File: src/rtl/spec_chk_pkg.sv
// Shared types for the speculative load check table.
// Assumes nothing beyond IEEE 1800-2017 packages.
package spec_chk_pkg;
    typedef enum logic {
        CK_RUN  = 1'b0,
        CK_WAIT = 1'b1
    } ck_state_e;
endpackage

File: src/rtl/spec_chk_cam.sv
// Entry storage: register tag, word address, valid and conflict bits per slot.
// Stores snoop every slot in parallel. Assumes at most one of alloc and free
// per cycle. A store may share a cycle with neither of them (caller serialises).
module spec_chk_cam #(
    parameter int ENTRIES = 8,
    parameter int REG_W   = 6,
    parameter int ADDR_W  = 32,
    parameter int IDX_W   = $clog2(ENTRIES)
) (
    input  logic               clk,
    input  logic               rst_n,
    input  logic               alloc_en,
    input  logic [IDX_W-1:0]   alloc_idx,
    input  logic [REG_W-1:0]   alloc_reg,
    input  logic [ADDR_W-1:0]  alloc_addr,
    input  logic               st_en,
    input  logic [ADDR_W-1:0]  st_addr,
    input  logic               free_en,
    input  logic [IDX_W-1:0]   free_idx,
    input  logic [REG_W-1:0]   look_reg,
    output logic [ENTRIES-1:0] valid_o,
    output logic [ENTRIES-1:0] conflict_o,
    output logic [ENTRIES-1:0] hit_o
);
    for (genvar g = 0; g < ENTRIES; g++) begin : g_slot
        logic              valid_q;
        logic              confl_q;
        logic [REG_W-1:0]  reg_q;
        logic [ADDR_W-1:0] addr_q;

        // Slot update: allocation wins, otherwise free and store snoop.
        always_ff @(posedge clk) begin
            if (!rst_n) begin
                valid_q <= 1'b0;
                confl_q <= 1'b0;
                reg_q   <= '0;
                addr_q  <= '0;
            end else if (alloc_en && alloc_idx == IDX_W'(g)) begin
                valid_q <= 1'b1;
                confl_q <= 1'b0;
                reg_q   <= alloc_reg;
                addr_q  <= alloc_addr;
            end else begin
                if (free_en && free_idx == IDX_W'(g)) valid_q <= 1'b0;
                if (st_en && valid_q && addr_q == st_addr) confl_q <= 1'b1;
            end
        end

        // Slot outputs for lookup and victim selection.
        always_comb begin
            valid_o[g]    = valid_q;
            conflict_o[g] = confl_q;
            hit_o[g]      = valid_q && (reg_q == look_reg);
        end


        free_clears_chk: assert property (@(posedge clk) disable iff (!rst_n)
            (free_en && free_idx == IDX_W'(g) && !alloc_en) |=> !valid_q);

        store_marks_chk: assert property (@(posedge clk) disable iff (!rst_n)
            (st_en && valid_q && addr_q == st_addr && !(alloc_en && alloc_idx == IDX_W'(g)))
            |=> confl_q);
    end
endmodule

File: src/rtl/spec_chk_age.sv
// Age ranking of valid slots: 0 = newest, count-1 = oldest. It names the oldest
// slot as the victim. Assumes ENTRIES is a power of two and that valid_i
// comes from the storage this module shadows.
module spec_chk_age #(
    parameter int ENTRIES = 8,
    parameter int IDX_W   = $clog2(ENTRIES)
) (
    input  logic               clk,
    input  logic               rst_n,
    input  logic [ENTRIES-1:0] valid_i,
    input  logic               alloc_en,
    input  logic [IDX_W-1:0]   alloc_idx,
    input  logic               free_en,
    input  logic [IDX_W-1:0]   free_idx,
    output logic [IDX_W-1:0]   victim_o
);
    logic [IDX_W-1:0] age_q [ENTRIES];

    // Rank update: a new slot becomes rank 0, a freed slot closes its gap.
    always_ff @(posedge clk) begin
        if (!rst_n) begin
            for (int j = 0; j < ENTRIES; j++) age_q[j] <= '0;
        end else if (alloc_en) begin
            for (int j = 0; j < ENTRIES; j++) begin
                if (IDX_W'(j) == alloc_idx)
                    age_q[j] <= '0;
                else if (valid_i[j] && (!valid_i[alloc_idx] || age_q[j] < age_q[alloc_idx]))
                    age_q[j] <= age_q[j] + IDX_W'(1);
            end
        end else if (free_en) begin
            for (int j = 0; j < ENTRIES; j++)
                if (valid_i[j] && age_q[j] > age_q[free_idx])
                    age_q[j] <= age_q[j] - IDX_W'(1);
        end
    end

    // Victim: the valid slot carrying the top rank.
    always_comb begin
        victim_o = '0;
        for (int j = 0; j < ENTRIES; j++)
            if (valid_i[j] && age_q[j] == IDX_W'(ENTRIES - 1)) victim_o = IDX_W'(j);
    end


    full_victim_oldest_chk: assert property (@(posedge clk) disable iff (!rst_n)
        (&valid_i) |-> (valid_i[victim_o] && age_q[victim_o] == IDX_W'(ENTRIES - 1)));
    for (genvar g = 0; g < ENTRIES; g++) begin : g_rank

        rank_bound_chk: assert property (@(posedge clk) disable iff (!rst_n)
            valid_i[g] |-> (int'(age_q[g]) < $countones(valid_i)));
    end
endmodule

File: src/rtl/spec_chk_ctrl.sv
// Check result sequencing. It pulses reissue or branch-taken one cycle after
// a conflicting check and holds stall until the reissued data returns. Assumes
// no check is presented while stall is high.
module spec_chk_ctrl #(
    parameter int REG_W  = 6,
    parameter int ADDR_W = 32
) (
    input  logic              clk,
    input  logic              rst_n,
    input  logic              vfy_en,
    input  logic              vfy_br,
    input  logic              vfy_conf,
    input  logic [REG_W-1:0]  vfy_reg,
    input  logic [ADDR_W-1:0] vfy_addr,
    input  logic              mem_ret,
    output logic              stall_o,
    output logic              reissue_o,
    output logic [REG_W-1:0]  reissue_reg_o,
    output logic [ADDR_W-1:0] reissue_addr_o,
    output logic              br_taken_o
);
    import spec_chk_pkg::*;

    ck_state_e state_q;
    logic      redo;

    assign redo    = vfy_en && !vfy_br && vfy_conf;
    assign stall_o = (state_q == CK_WAIT);

    // Result pulses and reissue operands.
    always_ff @(posedge clk) begin
        if (!rst_n) begin
            reissue_o      <= 1'b0;
            br_taken_o     <= 1'b0;
            reissue_reg_o  <= '0;
            reissue_addr_o <= '0;
        end else begin
            reissue_o  <= redo;
            br_taken_o <= vfy_en && vfy_br && vfy_conf;
            if (vfy_en) begin
                reissue_reg_o  <= vfy_reg;
                reissue_addr_o <= vfy_addr;
            end
        end
    end

    // Stall state: enter on reissue, leave on returned data.
    always_ff @(posedge clk) begin
        if (!rst_n)                          state_q <= CK_RUN;
        else if (state_q == CK_RUN && redo)  state_q <= CK_WAIT;
        else if (state_q == CK_WAIT && mem_ret) state_q <= CK_RUN;
    end


    stall_hold_chk: assert property (@(posedge clk) disable iff (!rst_n)
        (stall_o && !mem_ret) |=> stall_o);

    stall_release_chk: assert property (@(posedge clk) disable iff (!rst_n)
        (stall_o && mem_ret) |=> !stall_o);

    reissue_stalls_chk: assert property (@(posedge clk) disable iff (!rst_n)
        reissue_o |-> stall_o);

    branch_no_stall_chk: assert property (@(posedge clk) disable iff (!rst_n)
        br_taken_o |-> (!stall_o && !reissue_o));

    reissue_pulse_chk: assert property (@(posedge clk) disable iff (!rst_n)
        reissue_o |=> !reissue_o);
endmodule

File: src/rtl/spec_chk_table.sv
// Top of the speculative load check table. It picks the slot for each load
// (same register, else a free slot, else the oldest), resolves each check
// against the stored tags, and hands the result to the sequencer.
// Assumes at most one of load, store and check per cycle.
module spec_chk_table #(
    parameter int ENTRIES = 8,
    parameter int REG_W   = 6,
    parameter int ADDR_W  = 32
) (
    input  logic              clk,
    input  logic              rst_n,
    input  logic              sld_valid_i,
    input  logic [REG_W-1:0]  sld_reg_i,
    input  logic [ADDR_W-1:0] sld_addr_i,
    input  logic              st_valid_i,
    input  logic [ADDR_W-1:0] st_addr_i,
    input  logic              vfy_valid_i,
    input  logic              vfy_branch_i,
    input  logic [REG_W-1:0]  vfy_reg_i,
    input  logic [ADDR_W-1:0] vfy_addr_i,
    input  logic              mem_ret_i,
    output logic              stall_o,
    output logic              reissue_o,
    output logic [REG_W-1:0]  reissue_reg_o,
    output logic [ADDR_W-1:0] reissue_addr_o,
    output logic              br_taken_o
);
    localparam int IDX_W = $clog2(ENTRIES);

    logic [ENTRIES-1:0] valid, conflict, hit;
    logic [REG_W-1:0]   look_reg;
    logic [IDX_W-1:0]   hit_idx, free_slot, victim, alloc_idx;
    logic               any_free, any_hit, vfy_conf;

    assign look_reg = sld_valid_i ? sld_reg_i : vfy_reg_i;
    assign any_hit  = |hit;
    assign any_free = ~&valid;
    assign vfy_conf = !any_hit || |(hit & conflict);

    // Encode the matching slot and the lowest free slot.
    always_comb begin
        hit_idx   = '0;
        free_slot = '0;
        for (int i = ENTRIES - 1; i >= 0; i--) begin
            if (hit[i])    hit_idx   = IDX_W'(i);
            if (!valid[i]) free_slot = IDX_W'(i);
        end
    end

    // Slot choice for a speculative load.
    always_comb begin
        if (any_hit)       alloc_idx = hit_idx;
        else if (any_free) alloc_idx = free_slot;
        else               alloc_idx = victim;
    end

    spec_chk_cam #(.ENTRIES(ENTRIES), .REG_W(REG_W), .ADDR_W(ADDR_W), .IDX_W(IDX_W)) u_cam (
        .clk        (clk),
        .rst_n      (rst_n),
        .alloc_en   (sld_valid_i),
        .alloc_idx  (alloc_idx),
        .alloc_reg  (sld_reg_i),
        .alloc_addr (sld_addr_i),
        .st_en      (st_valid_i),
        .st_addr    (st_addr_i),
        .free_en    (vfy_valid_i && any_hit),
        .free_idx   (hit_idx),
        .look_reg   (look_reg),
        .valid_o    (valid),
        .conflict_o (conflict),
        .hit_o      (hit)
    );

    spec_chk_age #(.ENTRIES(ENTRIES), .IDX_W(IDX_W)) u_age (
        .clk       (clk),
        .rst_n     (rst_n),
        .valid_i   (valid),
        .alloc_en  (sld_valid_i),
        .alloc_idx (alloc_idx),
        .free_en   (vfy_valid_i && any_hit),
        .free_idx  (hit_idx),
        .victim_o  (victim)
    );

    spec_chk_ctrl #(.REG_W(REG_W), .ADDR_W(ADDR_W)) u_ctrl (
        .clk            (clk),
        .rst_n          (rst_n),
        .vfy_en         (vfy_valid_i),
        .vfy_br         (vfy_branch_i),
        .vfy_conf       (vfy_conf),
        .vfy_reg        (vfy_reg_i),
        .vfy_addr       (vfy_addr_i),
        .mem_ret        (mem_ret_i),
        .stall_o        (stall_o),
        .reissue_o      (reissue_o),
        .reissue_reg_o  (reissue_reg_o),
        .reissue_addr_o (reissue_addr_o),
        .br_taken_o     (br_taken_o)
    );


    tag_unique_chk: assert property (@(posedge clk) disable iff (!rst_n)
        $onehot0(hit));

    miss_is_conflict_chk: assert property (@(posedge clk) disable iff (!rst_n)
        (vfy_valid_i && !vfy_branch_i && !any_hit) |=> reissue_o);
endmodule

File: config.mk
export PLATFORM = sky130hd
export DESIGN_NAME = spec_chk_table
export DESIGN_NICKNAME = d
export VERILOG_FILES = /design/src/rtl/spec_chk_pkg.sv /design/src/rtl/spec_chk_cam.sv /design/src/rtl/spec_chk_age.sv /design/src/rtl/spec_chk_ctrl.sv /design/src/rtl/spec_chk_table.sv
export SDC_FILE = /design/constraint.sdc
export NUM_CORES = 1
export LEC_CHECK = 0
export ABC_AREA = 1
export BUFFER_PORTS_ARGS = -buffer_cell sky130_fd_sc_hd__buf_2
export CAP_MARGIN = 30
export CORE_MARGIN = 1
export CORE_UTILIZATION = 40
export CTS_CLUSTER_SIZE = 20
export DETAILED_ROUTE_END_ITERATION = 10
export GPL_TIMING_DRIVEN = 0
export PLACE_DENSITY = 0.65
export SYNTH_ARGS = -nofsm -noshare
export SYNTH_HDL_FRONTEND = slang
export SYNTH_SLANG_ARGS = --single-unit
export TNS_END_PERCENT = 30
File: constraint.sdc
create_clock -name clk -period 4.5 [get_ports clk]
set_input_delay 0.9 -clock clk [delete_from_list [all_inputs] [get_ports clk]]
set_output_delay 0.9 -clock clk [all_outputs]
set_load 0.02 [all_outputs]
After elaboration in Yosys (flattened, before gate mapping)
Memory sizes are Yosys's and may differ from the RTL's.
Index checks and enable logic that the tools add are counted.
{ "op_classes": {"div": 0, "mux": 183, "n_lt_le_gt_ge": 17, "n_reduce_logical": 104, "n_eq_ne": 44, "addsub": 16, "shift": 0, "n_bitwise": 27, "n_mul": 0} }
{ "op_table": {"columns": ["op", "n"], "rows": [
  ["$eq A32 B32 Y1", 8],
  ["$mux W3", 46],
  ["$mux W1", 133],
  ["$logic_and A1 B1 Y1", 70],
  ["$eq A6 B6 Y1", 8],
  ["$eq A3 B3 Y1 const B", 15],
  ["$add A3 B1 Y3 const B", 8],
  ["$gt A3 B3 Y1", 8],
  ["$lt A3 B3 Y1", 8],
  ["$or A1 B1 Y1", 24],
  ["$sub A3 B1 Y3 const B", 8],
  ["$reduce_bool A2 Y1", 9],
  ["$reduce_or A2 Y1", 8],
  ["$reduce_or A8 Y1", 2],
  ["$eq A3 B2 Y1 const B", 4],
  ["$eq A3 B3 Y1 const A", 4],
  ["$logic_or A1 B1 Y1", 9],
  ["$and A8 B8 Y8", 1],
  ["$reduce_and A8 Y1", 1],
  ["$eq A2 B3 Y1 const A", 2],
  ["$eq A3 B1 Y1 const B", 2],
  ["$logic_not A3 Y1", 2],
  ["$mux W6", 1],
  ["$lt A3 B4 Y1 const B", 1],
  ["other kinds (5)", 9]
]} }
{ "totals": {"latch_bits": 0, "in_bits": 115, "register_bits": 361, "romBits": 0, "n_memories": 1, "word_cells": 429, "ramBits": 24} }
{ "mem_list": {"columns": ["memory", "depth", "word_bits", "read_ports", "rd_ports_with_merged_regs", "wr", "line_no", "source"], "rows": [
  ["u_age.age_q", 8, 3, 10, 0, 8, "spec_chk_age.sv:17", "logic [IDX_W-1:0] age_q [ENTRIES];"]
]} }

Depth between registers and ports, before layout
{ "depth": {"depth_word": 24, "mapped_depth": 31, "mapped_depth_nobuf": 30} }

Hierarchy
Synthesis repeated with hierarchy kept, for this count alone.
{ "hier_totals": {"cells_unflattened": 3032, "hier_area_um2": 20787.4} }
{ "by_module_without_submodules": {"columns": ["mod", "cells_each", "area_each_um2", "instances"], "rows": [
  ["spec_chk_cam", 2333, 15726.3, 1],
  ["spec_chk_age", 448, 3258.1, 1],
  ["spec_chk_ctrl", 178, 1416.4, 1],
  ["spec_chk_table", 73, 386.6, 1]
]} }

Least setup slack after synthesis
No wires, ideal clock.
{ "synth_path": {"kind": "input to register", "from": "in sld_valid_i", "to": "mem u_age.age_q[3][0] in the netlist's numbering, enable pin", "t_required_ps": 4194, "cell_stages": 22, "n_path_buf": 1, "setup_time_ps": 306, "arrival_ps": 4111, "path_slack_ps": 82, "cell_sequence": "inv_2 -> buf_6 -> nand2_2 -> nand2_2 -> o21ai_0 -> nor4_1 -> nand2_1 -> nand2_1 -> inv_1 -> nand2_1 -> nand2_2 -> inv_1 -> nor2_1 -> inv_1 -> nor2_1 -> o41ai_1 -> ha_1 -> nand3_1 -> nand3_1 -> nor3_1 -> inv_1 -> nand3_1"} }
{ "synth_lines": {"columns": ["element", "line_no", "source"], "rows": [
  ["start, declared", "spec_chk_table.sv:12", "input logic sld_valid_i,"],
  ["end, declared", "spec_chk_age.sv:17", null]
]} }

==> results.json <==
{
  "reg2reg_depth": 23,
  "switching_share_pct": 28.3,
  "fin_skew_ps": 22.0,
  "endpoint_kind": "flop",
  "overflow": 0,
  "fp.dieW_um": 222,
  "core_area_um2": 47600,
  "min-delay-start": "u_cam.g_slot[5].confl_q",
  "clock_path_buffers": 3,
  "irDropWorstVdd_mv": 0.287,
  "avgRoutedWirePerCell_um": 20.6,
  "seq_area_frac_synth_pct": 41.2,
  "internal-power_w": 0.00598,
  "htreeDepth": 2,
  "clkLatencyLatePin_ps": 600,
  "grt_max_degree": 14,
  "finalNonFillerCells": 3389,
  "ys.flop_type": "dfxtp_1",
  "path_clk_slew_ps": 60,
  "r2r_start": "u_cam.g_slot[7].valid_q",
  "dieArea_um2": 49100,
  "leakagePower_nw": 9.56,
  "grt_pass1_vias": 17900,
  "crit_path_max_fanout": 8,
  "p_clk_share_pct": 43.2,
  "holdBufCountCts": 0,
  "layout-drive-gt1-share_pct": 13.1,
  "slew_headroom_pct": 30.5,
  "final-hold-violation-count": 0,
  "drc": 0,
  "ant_nets": 0,
  "antenna_found_initial": 1,
  "hold_path_depth": 2,
  "preCtsSetupSlack_ps": -677,
  "globalplace.congestion": 0.962,
  "async_flop_share_pct": 0,
  "rows": 80,
  "r2r_setup_slack_ps": 220,
  "synth_area_per_cell_um2": 7.55,
  "cts_root_buf": "clkbuf_16",
  "synth_cell_types": 52,
  "vias_per_cell": 5.58,
  "tritoncts": "yes",
  "min_to": "u_cam.g_slot[5].confl_q",
  "tightest_slew_ps": 1040,
  "grt_usage_pct": 27.7,
  "synth_area_um2": 19300,
  "fmax_mhz": 234,
  "synth_seq_cells": 385,
  "setup_viol": 0,
  "maxCapViolCount": 0,
  "whs_ps": 455,
  "syn_nets": 2725,
  "synthCells": 2555,
  "cts_sinks": 385,
  "hpwl_um": 51400,
  "fin_nets": 2912,
  "required_ps": 4780,
  "synth_edf_count": 24,
  "area_growth_pct": 15.9,
  "grt_pass1_wl_um": 105000,
  "switching_power_w": 0.00236,
  "drt-total-wl_um": 69700,
  "status": "completed",
  "mostFrequentLayoutCells": "361 x dfxtp_1, 322 x nand2_1, 291 x nor2_1",
  "reg2reg_to": "u_age.age_q[7][2]",
  "ios": 156,
  "dr.first_iter.drc_count": 1858,
  "cts_buffers": 42,
  "worst_slack_ps": 219,
  "critical_path_class": "in -> reg",
  "period_needed_ps": 4280,
  "yosys_warnings": 0,
  "start_util_pct": 40.5,
  "crit_arrival_ps": 4560,
  "detailroute.via_count": 18900,
  "pwr-share-seq_pct": 43.3,
  "period_share_pct": 95.1,
  "holdCritPathClass": "reg -> reg",
  "powerDensity_nw_per_um2": 373,
  "die_h_um": 222,
  "finalSetupTns_ps": 0,
  "layout_commonest_cell": "dfxtp_1",
  "dp_cells": 3298,
  "combPwrFrac_pct": 13.5,
  "finalMaxSlewViolations": 0,
  "numPortBuffers": 127,
  "dr.pass1.iters": 5,
  "start_kind": "input port",
  "final_core_util_pct": 46.9
}
-- Yosys cell counts, types with 4 or more instances --
cell	instances	area share [%]
buf_4	9	0.35
buf_6	6	0.35
nand4_1	35	1.1
xor2_1	142	6.5
o21ai_0	172	4.5
nor2_1	292	5.7
ha_1	55	3.6
nor2_2	9	0.29
inv_2	22	0.43
nand3_1	113	2.9
a221oi_1	14	0.64
nand2_1	328	6.4
o21ai_1	64	1.7
nor2_4	8	0.47
a21oi_1	166	4.3
nor4_1	32	1.0
a211oi_1	4	0.16
clkinv_1	5	0.097
o221ai_1	4	0.18
clkbuf_1	88	1.7
nand2_4	7	0.41
buf_2	28	0.73
or2_2	11	0.36
o211ai_1	6	0.23
nand2_2	20	0.65
o22ai_1	149	4.8
a31oi_1	4	0.13
nor3_1	49	1.3
dfxtp_1	361	37
nand3b_1	4	0.16
nand3_2	5	0.26
inv_1	272	5.3
edfxtp_1	24	3.7
xnor2_1	18	0.82
-- worst max-delay path, stage by stage --
cell	delay [ps]
buf_2	120
inv_1	210
nand2_1	150
nand2_2	190
nand2_1	70
nand2_1	60
nand2_1	50
nor2_1	110
nand2_1	140
nand2_1	90
nand2_1	50
nand2_1	60
nand2_1	60
nand2_2	120
nand2_2	90
nand2_4	110
nor2_1	60
inv_2	140
nor2_1	70
o41ai_2	350
inv_2	190
buf_4	180
ha_1	300
nand3b_1	90
a32oi_1	170
nand4_1	190
nand3b_1	250
-- cell type report --
cell class | count | area, um2
antenna | 2 | 5.00
multi-input combinational | 1738 | 9690
fill | 4694 | 25300
clock inverter | 17 | 211
sequential | 385 | 7950
tap | 615 | 769
timing repair buffer | 143 | 756
inverter | 300 | 1130
clock buffer | 57 | 1220
buffer | 132 | 613
-- how the worst max path moves through the flow --
stage | startpoint | to | slack, ps | cells after the start
after floorplan | sld_valid_i | u_age.age_q[3][0] | 80 | 22
after CTS | sld_valid_i | u_age.age_q[1][0] | 60 | 24
after global placement | sld_valid_i | u_age.age_q[0][0] | -1700 | 23
final | sld_reg_i[4] | u_age.age_q[7][2] | 220 | 27
after global routing | sld_valid_i | u_age.age_q[4][1] | -30 | 30
after detailed placement | sld_valid_i | u_age.age_q[0][2] | -680 | 25
-- flip-flops by register name (all words and copies together), names as in the netlist --
register	flops
u_age.age_q	24
u_ctrl.reissue_reg_o	6
u_cam.g_slot.valid_q	8
u_cam.g_slot.reg_q	48
u_ctrl.reissue_addr_o	32
u_cam.g_slot.confl_q	8
u_ctrl.stall_o	1
u_ctrl.reissue_o	1
u_cam.g_slot.addr_q	256
u_ctrl.br_taken_o	1
-- routing by layer --
metal  global-route usage (%)  wire, um
met5                        0         0
met4                     11.6      2940
met3                     4.53      5280
met2                     46.4     32600
met1                     35.5     28900
-- per-stage QoR --
stage	total power [W]	area, um2
2_1_floorplan	0.00438	19300
3_3_place_gp	0.00474	20700
3_5_place_dp	0.00477	20700
4_1_cts	0.00833	22100
5_1_grt	0.00860	22300
6_report	0.00834	22300
-- cells by family after synthesis --
family                     Yosys count  share of synthesized area, %
AOI/OAI and AO/OA                  604                          17.6
adders and majority gates           55                          3.57
buffers and inverters              432                          9.01
DFF                                385                          41.2
and+or+nand+nor                    919                          21.4
xor gates and xnor gates           160                          7.27
-- power by group through the flow --
stage          clock, W  sequential, W  combinational (W)
6_report        0.00360        0.00361            0.00112
5_1_grt         0.00376        0.00362            0.00123
4_1_cts         0.00363        0.00361            0.00109
3_5_place_dp          0        0.00368            0.00108
3_3_place_gp          0        0.00368            0.00106
2_1_floorplan         0        0.00370           0.000685
-- what timing repair did --
item / CTS / global route
pin swaps: 0 / 7
endpoints found under the setup margin: 3 / 48
gates resized for setup: 1 / 24
buffers inserted: 0 / 15
Note: power is estimated with default switching activity, not from simulation.
